File: src/rtl/cal_alarm_pkg.sv
package cal_alarm_pkg;

  localparam int FIELD_CNT   = 8;
  localparam int FIELD_MAX_W = 12;
  localparam int IDX_W       = $clog2(FIELD_CNT);

  localparam int SEC_W  = 6;
  localparam int MIN_W  = 6;
  localparam int HOUR_W = 5;
  localparam int DOM_W  = 5;
  localparam int DOW_W  = 3;
  localparam int DOY_W  = 9;
  localparam int MON_W  = 4;
  localparam int YEAR_W = 12;

  localparam logic [7:0] ADDR_FLAGS      = 8'h00;
  localparam logic [7:0] ADDR_MASK       = 8'h10;
  localparam logic [7:0] ADDR_ALARM_BASE = 8'h60;

  localparam int FLAG_INCR_BIT  = 0;
  localparam int FLAG_ALARM_BIT = 1;

  function automatic int fieldWidth(int idx);
    case (idx)
      0: return SEC_W;
      1: return MIN_W;
      2: return HOUR_W;
      3: return DOM_W;
      4: return DOW_W;
      5: return DOY_W;
      6: return MON_W;
      default: return YEAR_W;
    endcase
  endfunction

  typedef enum logic [1:0] {
    RD_NONE  = 2'd0,
    RD_FLAGS = 2'd1,
    RD_MASK  = 2'd2,
    RD_ALARM = 2'd3
  } rdSel_e;

  typedef struct packed {
    logic [FIELD_CNT-1:0] alarmWr;
    logic                 maskWr;
    logic                 flagWr;
    rdSel_e               rdSel;
    logic [IDX_W-1:0]     rdIdx;
  } ctrlStrobes_t;

endpackage

File: src/rtl/cal_alarm_ctrl.sv
module cal_alarm_ctrl
  import cal_alarm_pkg::*;
#(
  parameter int ADDR_W = 8
) (
  input  logic [ADDR_W-1:0] regAddr,
  input  logic              regWrEn,
  output ctrlStrobes_t      strobes
);

  localparam int SPAN = 4 * FIELD_CNT;
  localparam logic [ADDR_W-1:0] BASE  = ADDR_W'(ADDR_ALARM_BASE);
  localparam logic [ADDR_W-1:0] FLAGS = ADDR_W'(ADDR_FLAGS);
  localparam logic [ADDR_W-1:0] MASKA = ADDR_W'(ADDR_MASK);

  logic [ADDR_W-1:0] offset;
  logic              inAlarm;
  logic [IDX_W-1:0]  fieldIdx;

  assign offset   = regAddr - BASE;
  assign inAlarm  = (regAddr >= BASE) && (32'(offset) < SPAN) && (regAddr[1:0] == 2'b00);
  assign fieldIdx = offset[IDX_W+1:2];

  for (genvar i = 0; i < FIELD_CNT; i++) begin : g_wr
    assign strobes.alarmWr[i] = regWrEn && inAlarm && (32'(fieldIdx) == i);
  end

  assign strobes.maskWr = regWrEn && (regAddr == MASKA);
  assign strobes.flagWr = regWrEn && (regAddr == FLAGS);
  assign strobes.rdIdx  = fieldIdx;

  always_comb begin
    if (regAddr == FLAGS)      strobes.rdSel = RD_FLAGS;
    else if (regAddr == MASKA) strobes.rdSel = RD_MASK;
    else if (inAlarm)          strobes.rdSel = RD_ALARM;
    else                       strobes.rdSel = RD_NONE;
  end

endmodule

File: src/rtl/cal_alarm_datapath.sv
module cal_alarm_datapath
  import cal_alarm_pkg::*;
#(
  parameter int DATA_W = 32
) (
  input  logic                                  clk,
  input  logic                                  rstN,
  input  ctrlStrobes_t                          strobes,
  input  logic [DATA_W-1:0]                     wrData,
  input  logic                                  tick,
  input  logic                                  incrEvent,
  input  logic [FIELD_CNT-1:0][FIELD_MAX_W-1:0] curTime,
  output logic [DATA_W-1:0]                     rdData,
  output logic                                  alarmFlag,
  output logic                                  incrFlag,
  output logic                                  hitNow,
  output logic [FIELD_CNT-1:0]                  maskVal
);

  logic [FIELD_MAX_W-1:0] alarmReg [FIELD_CNT];
  logic [FIELD_CNT-1:0]   fieldOk;

  for (genvar i = 0; i < FIELD_CNT; i++) begin : g_field
    localparam int W = fieldWidth(i);
    localparam logic [FIELD_MAX_W-1:0] WMASK = FIELD_MAX_W'((64'd1 << W) - 64'd1);

    always_ff @(posedge clk or negedge rstN) begin
      if (!rstN)                   alarmReg[i] <= '0;
      else if (strobes.alarmWr[i]) alarmReg[i] <= wrData[FIELD_MAX_W-1:0] & WMASK;
    end

    assign fieldOk[i] = maskVal[i] || (alarmReg[i] == curTime[i]);
  end

  always_ff @(posedge clk or negedge rstN) begin
    if (!rstN)               maskVal <= '1;
    else if (strobes.maskWr) maskVal <= wrData[FIELD_CNT-1:0];
  end

  assign hitNow = (&fieldOk) && (maskVal != '1);

  always_ff @(posedge clk or negedge rstN) begin
    if (!rstN) begin
      alarmFlag <= 1'b0;
      incrFlag  <= 1'b0;
    end else begin
      if (tick && hitNow)                              alarmFlag <= 1'b1;
      else if (strobes.flagWr && wrData[FLAG_ALARM_BIT]) alarmFlag <= 1'b0;
      if (incrEvent)                                   incrFlag <= 1'b1;
      else if (strobes.flagWr && wrData[FLAG_INCR_BIT])  incrFlag <= 1'b0;
    end
  end

  always_comb begin
    rdData = '0;
    case (strobes.rdSel)
      RD_FLAGS: begin
        rdData[FLAG_ALARM_BIT] = alarmFlag;
        rdData[FLAG_INCR_BIT]  = incrFlag;
      end
      RD_MASK:  rdData = DATA_W'(maskVal);
      RD_ALARM: rdData = DATA_W'(alarmReg[strobes.rdIdx]);
      default:  rdData = '0;
    endcase
  end

endmodule

File: src/rtl/cal_alarm_top.sv
module cal_alarm_top
  import cal_alarm_pkg::*;
#(
  parameter int ADDR_W = 8,
  parameter int DATA_W = 32
) (
  input  logic              clk,
  input  logic              rstN,
  input  logic [ADDR_W-1:0] regAddr,
  input  logic              regWrEn,
  input  logic [DATA_W-1:0] regWrData,
  output logic [DATA_W-1:0] regRdData,
  input  logic              tick,
  input  logic              incrEvent,
  input  logic [SEC_W-1:0]  curSec,
  input  logic [MIN_W-1:0]  curMin,
  input  logic [HOUR_W-1:0] curHour,
  input  logic [DOM_W-1:0]  curDom,
  input  logic [DOW_W-1:0]  curDow,
  input  logic [DOY_W-1:0]  curDoy,
  input  logic [MON_W-1:0]  curMon,
  input  logic [YEAR_W-1:0] curYear,
  output logic              irq
);

  ctrlStrobes_t                          strobes;
  logic [FIELD_CNT-1:0][FIELD_MAX_W-1:0] curTime;
  logic                                  alarmFlag;
  logic                                  incrFlag;
  logic                                  hitNow;
  logic [FIELD_CNT-1:0]                  maskVal;

  assign curTime[0] = FIELD_MAX_W'(curSec);
  assign curTime[1] = FIELD_MAX_W'(curMin);
  assign curTime[2] = FIELD_MAX_W'(curHour);
  assign curTime[3] = FIELD_MAX_W'(curDom);
  assign curTime[4] = FIELD_MAX_W'(curDow);
  assign curTime[5] = FIELD_MAX_W'(curDoy);
  assign curTime[6] = FIELD_MAX_W'(curMon);
  assign curTime[7] = FIELD_MAX_W'(curYear);

  cal_alarm_ctrl #(.ADDR_W(ADDR_W)) u_ctrl (
    .regAddr (regAddr),
    .regWrEn (regWrEn),
    .strobes (strobes)
  );

  cal_alarm_datapath #(.DATA_W(DATA_W)) u_dp (
    .clk       (clk),
    .rstN      (rstN),
    .strobes   (strobes),
    .wrData    (regWrData),
    .tick      (tick),
    .incrEvent (incrEvent),
    .curTime   (curTime),
    .rdData    (regRdData),
    .alarmFlag (alarmFlag),
    .incrFlag  (incrFlag),
    .hitNow    (hitNow),
    .maskVal   (maskVal)
  );

  assign irq = alarmFlag || incrFlag;

endmodule

File: config.mk
export PLATFORM = sky130hd
export DESIGN_NAME = cal_alarm_top
export DESIGN_NICKNAME = d
export VERILOG_FILES = /design/src/rtl/cal_alarm_pkg.sv /design/src/rtl/cal_alarm_ctrl.sv /design/src/rtl/cal_alarm_datapath.sv /design/src/rtl/cal_alarm_top.sv
export SDC_FILE = /design/constraint.sdc
export NUM_CORES = 1
export LEC_CHECK = 0
export ABC_CLOCK_PERIOD_IN_PS = 3100
export BUFFER_PORTS_ARGS = -buffer_cell sky130_fd_sc_hd__buf_2
export CORE_MARGIN = 8
export CORE_UTILIZATION = 40
export CTS_BUF_LIST = sky130_fd_sc_hd__clkbuf_4 sky130_fd_sc_hd__clkbuf_8
export DETAILED_ROUTE_END_ITERATION = 8
export MAX_ROUTING_LAYER = met4
export PLACE_DENSITY = 0.7
export SLEW_MARGIN = 20
export SYNTH_ARGS = -nofsm -noshare
export SYNTH_HDL_FRONTEND = slang
export SYNTH_HIERARCHICAL = 1
export SYNTH_SLANG_ARGS = --single-unit
File: constraint.sdc
create_clock -name clk -period 3.1 [get_ports clk]
set_input_delay 0.31 -clock clk [delete_from_list [all_inputs] [get_ports clk]]
set_output_delay 0.31 -clock clk [all_outputs]
set_load 0.005 [all_outputs]
# --- Word-level counts from Yosys, hierarchy flattened ---
# Index checks and enable logic that the tools add are counted.
# W data, S select, Z words.
word_totals:
  register_bits: 60
  out_inout_bits: 33
  wordCells: 80
op_classes:
  addsub: 1
  magnitude_cmp: 3
  eq_ne: 20
  mux: 12
  bitwise_logic: 1
  n_reduce_logical: 32
op_table:
  columns: ["operator", "count"]
  rows:
  - ["$bmux W12 S3", 1]
  - ["$mux W12", 2]
  - ["$pmux W10 S2", 1]
  - ["$logic_and A1 B1 Y1", 17]
  - ["$eq A12 B12 Y1", 1]
  - ["$eq A3 B3 Y1 const B", 4]
  - ["$eq A6 B6 Y1", 2]
  - ["$eq A5 B5 Y1", 2]
  - ["$eq A9 B9 Y1", 1]
  - ["$logic_or A1 B1 Y1", 9]
  - ["$eq A8 B5 Y1 const B", 1]
  - ["$ge A8 B7 Y1 const B", 1]
  - ["$logic_not A8 Y1", 1]
  - ["$lt A8 B6 Y1 const B", 1]
  - ["$ne A8 B8 Y1 const B", 1]
  - ["$reduce_and A8 Y1", 1]
  - ["$sub A8 B7 Y8 const B", 1]
  - ["$eq A3 B2 Y1 const B", 2]
  - ["$mux W2", 3]
  - ["$pmux W2 S3", 1]
  - ["$eq A2 B2 Y1 const B", 2]
  - ["$eq A4 B4 Y1", 1]
  - ["$ge A4 B4 Y1 const B", 1]
  - ["$mux W1", 4]
  - ["other kinds (7)", 8]

# --- Depth between registers and ports, before layout ---
depth:
  word_depth: 9
  depth_mapped: 9

# --- By module ---
# The synthesis kept the hierarchy.
by_module_without_submodules:
  columns: ["mod", "n_inst", "cells_per_inst", "area_per_inst_um2", "seq_area_each_um2"]
  rows:
  - ["cal_alarm_datapath", 1, 303, 3601.0, 1511.4]
  - ["cal_alarm_ctrl", 1, 33, 237.7, 0.0]
  - ["cal_alarm_top", 1, 2, 10.0, 0.0]

# --- Worst setup path before layout ---
# OpenSTA, ideal clock, no wires.
synth_path:
  path_type: "input port to output port"
  start: "in regAddr[5]"
  end: "out regRdData[6]"
  t_arrival_ns: 2.139
  required_ns: 2.790
  slack_ns: 0.651
  cell_stages: 7
  path_buffers: 1
  path_cell_list: "ha_1 > nor4b_4 > a31oi_1 > o31ai_1 > clkbuf_1 > nand4_1 > o21ai_0"
synth_lines:
  columns: ["item", "line", "source"]
  rows:
  - ["start, declared", "cal_alarm_top.sv:9", "input logic [ADDR_W-1:0] regAddr,"]
  - ["end, declared", "cal_alarm_top.sv:12", "output logic [DATA_W-1:0] regRdData,"]

==> impl_metrics.toml <==
[timing]
totalNegativeSetupSlack_ns = 0
drv_slew = 0
rsz0062_at_grt = "false"
hold_violations = 0
final.min_clock_period_ns = 2.791
finalCritPeriodShare_pct = 90.03
skew_ns = 0.006865
fmax_mhz = 358.3
setup_viol = 0
setup_ws_ns = 0.3089
relSlewSlack_pct = 49.99
worstMarginPinSlew_ns = 0.7501

[setup_path]
crit_family = "compound AO/OA/AOI/OAI gates"
cpMostUsedCell = "buf_2"
slowest_delay_ns = 0.57
path_cells = "buf_2 > ha_1 > nor4b_4 > a22oi_1 > o21ai_0 > nand2_1 > a2111oi_0 > a21o_1 > buf_2"
worstSetupPathType = "primary input to output port"
critical_path.max_fanout = 6
crit_required_ns = 2.79
crit_path_top_delay_cell = "o21ai_0"
arrival_ns = 2.48
endpoint_kind = "output port"
crit_path_start = "regAddr[5]"
cp-start-kind = "primary input"
critPathBufInv = 2
r2r-start = "u_dp/alarmReg[84]$_DFFE_PN0P_"

[cells_and_area]
synthToLayoutAreaGrowth_pct = 24.28
fin_cells = 613
fin_util_pct = 51.47
nets = 576
n_antenna_cell = 0
drive_above_1_share_pct = 42.15

[cts]
cts_tree = "built"
cts_sinks = 60
cts_setup_buffers = 0
clk_latency_ns = 0.33
ctsRootBufferMaster = "clkbuf_8"
cts_buffer_depth = 2
cts_resized = 0
clk_pin_slew_ns = 0.06
postCtsHoldBufs = 0
htree_levels = 3
cts_inserted_buffers = 9

[synthesis]
syn_area_per_cell_um2 = 11.41
ys_warn_count = 6
synth_cells = 337
netlist_area_mm2 = 0.003845

[global_routing]
antenna_found_initial = 0
gr-total-overflow = 0
grt_max_degree = 32
first_global_vias = 3121
grt.total_usage_pct = 16.70
grt_pass1_wl_mm = 16.25

[worst_hold_path]
hp-class = "primary input to asynchronous set/reset pin"

[pwr]
p_total_mw = 1.813
p_leak_nw = 2.494
ir_drop_v = 0.0002399
p_per_area_mw_per_mm2 = 379.4

[floorplan]
fp.dieW_um = 114.0
num_rows = 35
dieHeight_um = 114.0
initial_core_util_pct = 41.42
die-area_mm2 = 0.01301
ioPinCount = 128
coreArea_mm2 = 0.009284

[route]
wl_mm = 10.41
vias = 3024
wire_per_inst_um = 16.97
firstDrtPassIters = 4
first_iter_violations = 138
drc = 0
detail-route-antenna-nets = 0
viasPerCell = 4.933

[placed_design]
dp_cells = 598
dp_slack_ns = 0.3565
hpwl_mm = 8.222
port_buffers = 87
gp_congestion = 0.8697

[run_status]
status = "finished clean"

[flow_run]
max-cap-violations = 0
[power breakdown]
part	switching [mW]	leakage, nW	internal [mW]
Combinational	0.134	1.59	0.121
Clock	0.288	0.104	0.415
Sequential	0.0334	0.798	0.821
Total	0.455	2.49	1.36
[sequential cells by signal (all words and copies together) (netlist names)]
signal / count
u_dp/alarmFlag: 1
u_dp/incrFlag: 1
u_dp/alarmReg: 50
u_dp/maskVal: 8
[final cells by class]
cell class / instances / area [um^2]
Inverter: 5 / 18.77
Clock buffer: 13 / 160.2
Timing Repair Buffer: 103 / 555.5
Sequential cell: 60 / 1511
Multi-Input combinational cell: 301 / 2336
Clock inverter: 2 / 35.03
Fill cell: 837 / 4506
Tap cell: 129 / 161.4
[placed cells by master (no fill, tap or decap), types with 5 or more instances in the layout]
| cell type | n |
|---|---|
| xnor2_1 | 8 |
| inv_1 | 5 |
| o21ai_0 | 6 |
| nor3_1 | 7 |
| xor2_1 | 43 |
| dfstp_2 | 8 |
| nor2_1 | 7 |
| nor4_1 | 19 |
| dfrtp_1 | 52 |
| clkbuf_8 | 10 |
| buf_4 | 16 |
| nand2_1 | 17 |
| mux2i_1 | 10 |
| buf_2 | 87 |
| mux4_2 | 8 |
| mux2_2 | 58 |
| conb_1 | 66 |
[worst paths after layout]
kind | end | slack (ns) | depth (start not counted)
hold reg to reg | u_dp/incrFlag$_DFFE_PN0P_ | 0.51 | 1
hold / removal | u_dp/alarmReg[8]$_DFFE_PN0P_ | 0.04 | 1
max in group asynchronous | u_dp/maskVal[1]$_DFFE_PN1P_ | 2.13 | 2
setup reg to reg | u_dp/alarmFlag$_DFFE_PN0P_ | 1.07 | 5
min in group clk | u_dp/incrFlag$_DFFE_PN0P_ | 0.17 | 2
setup / recovery | regRdData[5] | 0.31 | 9
[per-stage QoR]
stage	hold slack (ns)	instance area (um^2)
4_1_cts	0.05628	4778
5_1_grt	0.08901	4778
2_1_floorplan	0.01441	4085
6_report	0.04304	4778
3_3_place_gp	0.4011	4583
3_5_place_dp	0.4089	4583
[layer usage]
layer | global-route usage (%) | part of all wire [%]
met4 | 7.453 | 2.1
met2 | 27.09 | 50
met1 | 20.29 | 41
met5 | - | 0
met3 | 2.377 | 7.0
Note: power is estimated with default switching activity, not from simulation.
